**config.mk**
```make
export PLATFORM = sky130hd
export DESIGN_NAME = uart_rx_fc
export DESIGN_NICKNAME = d
export VERILOG_FILES = /design/src/rtl/uart_rx_pkg.sv /design/src/rtl/rx_tick_gen.sv /design/src/rtl/rx_frame.sv /design/src/rtl/rx_hold_fifo.sv /design/src/rtl/uart_rx_fc.sv
export SDC_FILE = /design/constraint.sdc
export NUM_CORES = 1
export LEC_CHECK = 0
export ABC_AREA = 1
export BUFFER_PORTS_ARGS = -buffer_cell sky130_fd_sc_hd__buf_2
export CORE_AREA = 2 2 69 71
export CTS_CLUSTER_DIAMETER = 150
export DETAILED_ROUTE_END_ITERATION = 8
export DIE_AREA = 0 0 71 73
export PLACE_DENSITY = 0.73
export SETUP_SLACK_MARGIN = 0.3
export SLEW_MARGIN = 20
export SYNTH_ARGS = -nofsm -noshare
export SYNTH_HDL_FRONTEND = slang
export SYNTH_SLANG_ARGS = --single-unit
```
**constraint.sdc**
```tcl
create_clock -name clk -period 1.3 [get_ports clk]
set_input_delay 0.065 -clock clk [delete_from_list [all_inputs] [get_ports clk]]
set_output_delay 0.065 -clock clk [all_outputs]
set_load 0.05 [all_outputs]
```
**src/rtl/uart_rx_pkg.sv**
```systemverilog
// Shared types for the serial receiver.
package uart_rx_pkg;
    // Receive state machine phases.
    typedef enum logic [1:0] {
        RX_IDLE  = 2'd0,
        RX_START = 2'd1,
        RX_DATA  = 2'd2,
        RX_STOP  = 2'd3
    } rx_state_t;

    // One held entry: framing flag plus data byte.
    typedef struct packed {
        logic       ferr;
        logic [7:0] data;
    } rx_entry_t;
endpackage

```
**src/rtl/rx_tick_gen.sv**
```systemverilog
// Oversample tick generator.
// Emits a one-cycle tick every DIV core clocks. Assumes DIV >= 2.
module rx_tick_gen #(
    parameter int DIV = 4
) (
    input  logic clk,
    input  logic rst_n,
    output logic tick
);
    localparam int CW = $clog2(DIV);

    logic [CW-1:0] cnt;

    assign tick = (cnt == CW'(DIV - 1));

    // Free-running divider counter.
    always_ff @(posedge clk) begin
        if (!rst_n)    cnt <= '0;
        else if (tick) cnt <= '0;
        else           cnt <= cnt + 1'b1;
    end
endmodule

```
**src/rtl/rx_frame.sv**
```systemverilog
// Frame assembler: synchronises the line, qualifies the start bit at mid-bit,
// samples each data bit and the stop bit at the centre of its OS ticks and
// shifts data in LSB first. Emits a one-cycle done pulse with the byte.
// Assumes tick is a single-cycle pulse at OS times the bit rate.
module rx_frame
    import uart_rx_pkg::*;
#(
    parameter int OS    = 16,
    parameter int DBITS = 8
) (
    input  logic             clk,
    input  logic             rst_n,
    input  logic             tick,
    input  logic             rxd,
    output logic             done,
    output logic [DBITS-1:0] data,
    output logic             ferr
);
    localparam int OW  = $clog2(OS);
    localparam int BW  = $clog2(DBITS);
    localparam int MID = OS / 2 - 1;

    logic [1:0]       sync;
    logic             rx;
    rx_state_t        state;
    logic [OW-1:0]    os_cnt;
    logic [BW-1:0]    bit_idx;
    logic [DBITS-1:0] shreg;

    assign rx = sync[1];

    // Two-stage synchroniser, idle high.
    always_ff @(posedge clk) begin
        if (!rst_n) sync <= 2'b11;
        else        sync <= {sync[0], rxd};
    end

    // Frame state machine, oversample counter and shift register.
    always_ff @(posedge clk) begin
        if (!rst_n) begin
            state   <= RX_IDLE;
            os_cnt  <= '0;
            bit_idx <= '0;
            shreg   <= '0;
            done    <= 1'b0;
            data    <= '0;
            ferr    <= 1'b0;
        end else begin
            done <= 1'b0;
            if (tick) begin
                unique case (state)
                    RX_IDLE: begin
                        os_cnt <= '0;
                        if (!rx) state <= RX_START;
                    end
                    RX_START: begin
                        if (os_cnt == OW'(MID)) begin
                            os_cnt  <= '0;
                            bit_idx <= '0;
                            state   <= rx ? RX_IDLE : RX_DATA;
                        end else begin
                            os_cnt <= os_cnt + 1'b1;
                        end
                    end
                    RX_DATA: begin
                        if (os_cnt == OW'(OS - 1)) begin
                            os_cnt <= '0;
                            shreg  <= {rx, shreg[DBITS-1:1]};
                            if (bit_idx == BW'(DBITS - 1)) state <= RX_STOP;
                            else bit_idx <= bit_idx + 1'b1;
                        end else begin
                            os_cnt <= os_cnt + 1'b1;
                        end
                    end
                    RX_STOP: begin
                        if (os_cnt == OW'(OS - 1)) begin
                            os_cnt <= '0;
                            done   <= 1'b1;
                            data   <= shreg;
                            ferr   <= ~rx;
                            state  <= RX_IDLE;
                        end else begin
                            os_cnt <= os_cnt + 1'b1;
                        end
                    end
                    default: state <= RX_IDLE;
                endcase
            end
        end
    end
endmodule

```
**src/rtl/rx_hold_fifo.sv**
```systemverilog
// Holding queue of DEPTH entries. A push when full is accepted only if a pop
// frees the head in the same cycle; otherwise it is dropped and flagged.
// A pop when empty is ignored. Assumes DEPTH >= 2.
module rx_hold_fifo
    import uart_rx_pkg::*;
#(
    parameter int DEPTH = 2
) (
    input  logic      clk,
    input  logic      rst_n,
    input  logic      push,
    input  rx_entry_t wr_entry,
    input  logic      pop,
    output rx_entry_t rd_entry,
    output logic      not_empty,
    output logic      full,
    output logic      drop
);
    localparam int AW = $clog2(DEPTH);
    localparam int CW = $clog2(DEPTH + 1);

    rx_entry_t     mem [DEPTH];
    logic [AW-1:0] wr_ptr, rd_ptr;
    logic [CW-1:0] count;
    logic          pop_ok, push_ok;

    assign not_empty = (count != '0);
    assign full      = (count == CW'(DEPTH));
    assign pop_ok    = pop && not_empty;
    assign push_ok   = push && (!full || pop_ok);
    assign drop      = push && !push_ok;
    assign rd_entry  = mem[rd_ptr];

    // Entry storage written on accepted push.
    always_ff @(posedge clk) begin
        if (!rst_n) begin
            for (int i = 0; i < DEPTH; i++) mem[i] <= '0;
        end else if (push_ok) begin
            mem[wr_ptr] <= wr_entry;
        end
    end

    // Pointer and occupancy bookkeeping.
    always_ff @(posedge clk) begin
        if (!rst_n) begin
            wr_ptr <= '0;
            rd_ptr <= '0;
            count  <= '0;
        end else begin
            if (push_ok) wr_ptr <= (wr_ptr == AW'(DEPTH - 1)) ? '0 : wr_ptr + 1'b1;
            if (pop_ok)  rd_ptr <= (rd_ptr == AW'(DEPTH - 1)) ? '0 : rd_ptr + 1'b1;
            count <= count + CW'(push_ok) - CW'(pop_ok);
        end
    end
endmodule

```
**src/rtl/uart_rx_fc.sv**
```systemverilog
// Serial receiver top: tick divider, frame assembler, two-entry holding queue,
// sticky overrun flag and registered active-low ready-to-send output.
// Assumes rxd idles high and CLK_DIV >= 2.
module uart_rx_fc
    import uart_rx_pkg::*;
#(
    parameter int CLK_DIV = 4,
    parameter int OS      = 16,
    parameter int DEPTH   = 2
) (
    input  logic       clk,
    input  logic       rst_n,
    input  logic       rxd,
    input  logic       pop,
    input  logic       clr_ovr,
    output logic [7:0] rd_data,
    output logic       rd_ferr,
    output logic       rd_valid,
    output logic       ovr_err,
    output logic       rts_n
);
    logic       tick;
    logic       byte_done;
    logic [7:0] byte_data;
    logic       byte_ferr;
    logic       hold_full;
    logic       hold_drop;
    rx_entry_t  head;

    rx_tick_gen #(.DIV(CLK_DIV)) u_tick (
        .clk(clk), .rst_n(rst_n), .tick(tick)
    );

    rx_frame #(.OS(OS), .DBITS(8)) u_frame (
        .clk(clk), .rst_n(rst_n), .tick(tick), .rxd(rxd),
        .done(byte_done), .data(byte_data), .ferr(byte_ferr)
    );

    rx_hold_fifo #(.DEPTH(DEPTH)) u_fifo (
        .clk(clk), .rst_n(rst_n),
        .push(byte_done), .wr_entry('{ferr: byte_ferr, data: byte_data}),
        .pop(pop), .rd_entry(head), .not_empty(rd_valid),
        .full(hold_full), .drop(hold_drop)
    );

    assign rd_data = head.data;
    assign rd_ferr = head.ferr;

    // Sticky overrun flag; a new drop wins over a clear.
    always_ff @(posedge clk) begin
        if (!rst_n)         ovr_err <= 1'b0;
        else if (hold_drop) ovr_err <= 1'b1;
        else if (clr_ovr)   ovr_err <= 1'b0;
    end

    // Flow control: not ready while any byte is held, one cycle late.
    always_ff @(posedge clk) begin
        if (!rst_n) rts_n <= 1'b0;
        else        rts_n <= rd_valid;
    end
endmodule

```
; Word-level counts from Yosys, hierarchy flattened
; Memory sizes are Yosys's and may differ from the RTL's. A register that Yosys moved wholly into a read port is not among the register bits.
; Index checks and enable logic that the tools add are counted.
[word_totals]
memories = 1
inputBits = 5
mem_bits_rw = 18
out_inout_bits = 12
register_bits = 37
elab_cells = 84
[classes]
bitwise_logic = 2
add_sub_neg = 7
n_eq_ne = 14
reduce_logical = 18
n_mux = 28
[mem_list]
columns = name, words, word_bits, rd, rd_ports_with_merged_regs, write_ports, line_no
row1 = u_fifo.mem, 2, 9, 1, 1, 2, rx_hold_fifo.sv:22  ; rx_entry_t mem [DEPTH];
[op_table]
columns = operator, count
row1 = 1-bit two-way mux, 13
row2 = 2-bit two-way mux, 6
row3 = 4-bit case mux with 3 select lines, 1
row4 = 3-bit two-way mux, 3
row5 = 9-bit two-way mux, 1
row6 = 3-bit AND reduction, 3
row7 = 9-bit OR reduction, 1
row8 = 2-bit equality test (second input constant), 4
row9 = 4-bit two-way mux, 2
row10 = 2-bit by 1-bit != test with 1-bit output (second input constant), 4
row11 = 2-bit case mux with 4 select lines, 1
row12 = 3-bit case mux with 2 select lines, 1
row13 = 6-bit AND reduction, 1
row14 = 2-bit nonzero test, 3
row15 = 5-bit AND reduction, 1
row16 = 4-bit by 1-bit adder with 4-bit output (second input constant), 1
row17 = 4-bit by 3-bit equality test with 1-bit output (second input constant), 1
row18 = 4-bit equality test (second input constant), 1
row19 = 2-bit != test (second input constant), 2
row20 = 2-bit OR reduction, 2
row21 = 3-bit by 1-bit adder with 3-bit output (second input constant), 1
row22 = 3-bit equality test (second input constant), 1
row23 = 1-bit logical AND, 3
row24 = 1-bit adder (second input constant), 2
row25 = other kinds (8), 10

; Longest topological paths before layout
[depth]
word_depth = 9
depth_mapped = 9
mapped_depth_nobuf = 9

; Modules after synthesis
; A second synthesis with hierarchy kept.
[hier_totals]
cells_unflattened = 274
hier_area_um2 = 2422.3
[by_module_without_submodules]
columns = mod, seq_area_each_um2, instances, cells_each, area_per_inst_um2
row1 = rx_frame, 580.6, 1, 158, 1182.4
row2 = rx_hold_fifo, 640.6, 1, 99, 1097.3
row3 = rx_tick_gen, 40.0, 1, 8, 71.3
row4 = uart_rx_fc, 40.0, 1, 9, 71.3

; Least setup slack after synthesis
; No wires, ideal clock.
[synth_path]
path_kind = register -> register
from = register u_fifo.count[1]
to = register u_fifo.count[1]
path_slack_ns = -0.324
arrival_time_ns = 1.503
synth_period_minus_slack_ns = 1.624
stages_incl_launch_ff = 10
setup_time_ns = 0.121
required_time_ns = 1.179
cell_sequence = dfxtp_1 > inv_1 > nand2_1 > nand2_1 > inv_1 > ha_1 > inv_1 > nand2_1 > o21ai_0 > a21oi_1
[synth_between]
elab_chain_len = 6
elab_cells_between_ends = 8
classes_between = add/sub (2) / eq/ne (1) / reduce/logical (5)
[synth_lines]
columns = item, line_no
row1 = from (decl), rx_hold_fifo.sv:24  ; logic [CW-1:0] count;
row2 = from (signal assigned), rx_hold_fifo.sv:52  ; count <= count + CW'(push_ok) - CW'(pop_ok);
row3 = 2-bit nonzero test (*), rx_hold_fifo.sv:27  ; assign not_empty = (count != '0);
row4 = named net rd_valid, uart_rx_fc.sv:18  ; output logic rd_valid,
row5 = 1-bit logical AND (*), rx_hold_fifo.sv:29  ; assign pop_ok = pop && not_empty;
row6 = named net u_fifo.pop_ok, rx_hold_fifo.sv:25  ; logic pop_ok, push_ok;
row7 = 1-bit logical OR, rx_hold_fifo.sv:30  ; assign push_ok = push && (!full || pop_ok);
row8 = 1-bit logical AND, rx_hold_fifo.sv:30
row9 = 2-bit by 1-bit adder with 2-bit output, rx_hold_fifo.sv:52
row10 = 2-bit by 1-bit subtractor with 2-bit output (*), rx_hold_fifo.sv:52
; Mark *: on every way through the listed nets, which the timed path passes. The rest lies on a longest branch.
; A chain may end at the register's enable or synchronous reset.

; Worst setup path after layout
[layout_path]
from = register u_frame.os_cnt[0]
to = register u_frame.data[6]
[layout_between]
elab_chain_len = 2
[layout_lines]
columns = item, line_no
row1 = from (decl), rx_frame.sv:26  ; logic [OW-1:0] os_cnt;
row2 = from (signal assigned), rx_frame.sv:62  ; os_cnt <= os_cnt + 1'b1;
row3 = from (signal assigned), rx_frame.sv:72  ; os_cnt <= os_cnt + 1'b1;
row4 = from (signal assigned), rx_frame.sv:83  ; os_cnt <= os_cnt + 1'b1;
row5 = 4-bit equality test, rx_frame.sv:76  ; if (os_cnt == OW'(OS - 1)) begin
row6 = 3-bit AND reduction (no source line), n/a
row7 = to (signal assigned), rx_frame.sv:79  ; data <= shreg;
row8 = to (decl), rx_frame.sv:16  ; output logic [DBITS-1:0] data,
; No other way between the ends.

==> results by group <==
Detailed routing
  • Vias per cell: 5.10
  • Drt drc: 0
  • Total Wirelength: 5150 µm
  • Post-DR wirelength/cell: 14.0 µm
  • Final ANT Viol Nets: 0
  • DR pass1 iterations: 4
  • Drt initial violations: 72
  • Via count: 1872

Worst setup path
  • Arrival @ worst endpoint: 1610 ps
  • Worst Path Required: 1510 ps
  • Crit Path Max Fanout: 6
  • Critical path type: reg2reg
  • Startpoint type of the worst setup path: register
  • R2R Path End: u_frame.data[6]
  • CP Capture Point: u_frame.data[6]
  • CP Launch Point: u_frame.os_cnt[0]
  • R2R depth: 7
  • R2r setup slk: -100 ps
  • RR Startpoint: u_frame.os_cnt[0]
  • Worst setup EP type: register

Clocking
  • CTS H-tree depth: 2
  • CTS tree: yes
  • Clk_lat worst skew: 310 ps
  • CTS root buffer: clkbuf_8
  • Clk slew on worst S/H paths: 110 ps
  • Max Root-Sink Buffers: 2
  • CTS Sinks: 56
  • CTS buffer count: 5

Cells and area
  • Filler cells: 282
  • # diodes: 0
  • Share of layout cells above drive strength 1: 50.8%
  • Final Non-Filler Cells: 367
  • Net count of the finished layout: 322
  • Area grow syn2layout: 48.5%
  • Util after Layout: 75.4%

Floorplan
  • Die width: 71 µm
  • Cell Rows: 25
  • Die ar.: 5180 µm²
  • IO Count: 17
  • Die Span Y: 73 µm
  • Initial core utilization: 50.8%
  • Core footprint: 4540 µm²

Logic synthesis
  • #FFs+latches synth: 56
  • Simple-Gate Fraction of Synth Area: 19.0%
  • Post-synth EDFFs: 18
  • Seq/Total Area, Yosys: 56.5%
  • Synth Area in Compound Gates: 10.3%
  • Post-Syn Instances: 257
  • Top_reg_cell synth: dfxtp_1
  • Synth top cells by count: 48 x nor2_1, 38 x dfxtp_1, 34 x nand2_1
  • Synth Area in Adders: 2.72%
  • Mean Syn Cell Area: 8.96 µm²
  • XOR/XNOR Fraction of Synth Area: 0.380%
  • Synthesized Nets: 267
  • Cell with the most instances after synthesis: nor2_1
  • Combinational family with the most area after synthesis: simple AND/OR/NAND/NOR gates
  • Fraction of registers with async set/reset: 0%
  • Top cell type's share of synthesized area: 33.0%
  • Mux share of post-synthesis cell area: 4.40%
  • Cell Area, Synth: 2300 µm²
  • Total number of yosys warnings: 0
  • Biggest area consumer among synthesized cells: dfxtp_1
  • Distinct cells, synth: 24
  • Ranking of synthesized cells by area: dfxtp_1 33%, edfxtp_1 23%, nor2_1 7.8%

Timing
  • Crit share post-route: 108%
  • Max Freq: 712 MHz
  • Worst-margin pin slew: 367 ps
  • Final hold violation count: 0
  • # setup viols final: 18
  • Fin. max-slew vios: 0
  • Slew HR: 75.5%
  • Post-route setup slack: -104 ps
  • Worst Skew: 12.1 ps
  • RSZ-0062 raised after global routing: true
  • Tmin final: 1400 ps
  • Hold_ws: 125 ps

Power and ir drop
  • Peak VDD IR: 0.556 mV
  • Leak pwr: 1.32 nW
  • Total chip power: 3.69 mW
  • Power per cell area: 1080 nW/µm²

Status
  • Failing checks: negative setup slack
  • Status: finished with violations

Min path
  • Worst min path class: in2reg

Placed design
  • Port-buffer cells: 16
  • Post-DP HPWL: 2750 µm
  • RD Place Congestion: 0.827
  • Cells after DPL: 330

GRT
  • GRT Resource Usage Total: 19.8%
  • Largest net degree at the start of global routing: 20
  • GR Overflow Total: 0
  • First-pass GRT wire length: 8050 µm
  • Initial antenna violation count: 0
  • Number of global-route vias before repair: 1850

Job
  • Max-Cap Viols: 0
==> stage by stage <==
step	TNS (ps)	area [µm²]	worst slack, ps
floorplan	0	2510	65.0
global placement	0	2710	37.5
detailed placement	0	2710	1.18
CTS	-527	3200	-45.1
global route	-2060	3420	-168
finish	-597	3420	-104
==> worst max-delay path, stage by stage, from the launching register on <==
cell and delay [ps]:
dfxtp_2 360, ha_4 160, nand3_4 110, nor2_4 170
buf_4 150, inv_4 50, o21ai_0 240, a21oi_2 60
==> sequential cells by signal (all words and copies together), names as in the netlist, 2 cells and up, named ones only <==
register	flops
u_fifo.count	2
u_fifo.mem	18
u_frame.bit_idx	3
u_frame.data	8
u_frame.os_cnt	4
u_frame.shreg	8
u_frame.sync	2
u_tick.cnt	2
==> final cells by class <==
class                      instances  area [µm²]  share of cell area, %
multi-input combinational        165        1270                   37.0
clock inverter                     3        27.5                  0.805
timing repair buffer              54         534                   15.6
inverter                          29         126                   3.70
clock buffer                       5        68.8                   2.01
tap                               54        67.6                   1.98
timing repair inverter             1        7.51                  0.220
sequential                        56        1320                   38.6
==> layer usage <==
layer	GRT usage (%)	share of wire [%]	vias up
met3	3.73	2.0	5
met2	39.0	55	16
met5	0	0	-
li1	-	-	952
met4	5.03	1.0	0
met1	21.6	42	899
==> power by group <==
part	total (mW)	internal, mW	switching, mW
clock network	0.988	0.396	0.591
logic	0.794	0.355	0.439
registers	1.91	1.87	0.0444
total	3.69	2.62	1.07
==> kinds of logic (layout without fill, tap and decap cells) <==
group,count (synthesis),after routing
simple gates,103,104
flops,56,56
compound gates,46,46
buf+inv,37,92
mux,9,9
fa+ha+maj,5,5
xor+xnor,1,1
==> cells in the final DEF (no fill, tap or decap), types with 6 or more instances in the layout <==
| master | instances |
|---|---|
| o21ai_2 | 8 |
| mux2_4 | 9 |
| nor2_2 | 8 |
| nand3_1 | 8 |
| a21oi_2 | 9 |
| edfxtp_1 | 18 |
| o21ai_0 | 8 |
| nor2_1 | 31 |
| nand2_2 | 12 |
| dfxtp_2 | 9 |
| dfxtp_1 | 27 |
| buf_4 | 24 |
| a21oi_1 | 14 |
| inv_4 | 7 |
| nor2_4 | 11 |
| nand2_1 | 18 |
| buf_6 | 15 |
| o21ai_1 | 6 |
| inv_1 | 20 |
==> repair_timing <==
action                                  CTS  global route
pin swaps                                17             8
setup buffers                            15             8
hold buffers                              2             0
resized for setup                        67            46
hold endpoints to repair                  2             0
endpoints found under the setup margin   78            81
cloned                                    4             0
==> worst min path at each step <==
stage	end	cells after the start	slack (ps)	start
after floorplan	u_frame.sync[0]	1	170	rxd
after global placement	u_frame.sync[0]	2	250	rxd
after detailed placement	u_frame.sync[0]	2	250	rxd
after CTS	ovr_err	4	90	pop
after global routing	u_fifo.count[0]	3	130	rst_n
final	u_fifo.count[0]	3	130	rst_n
(Power assumes the default switching activity.)
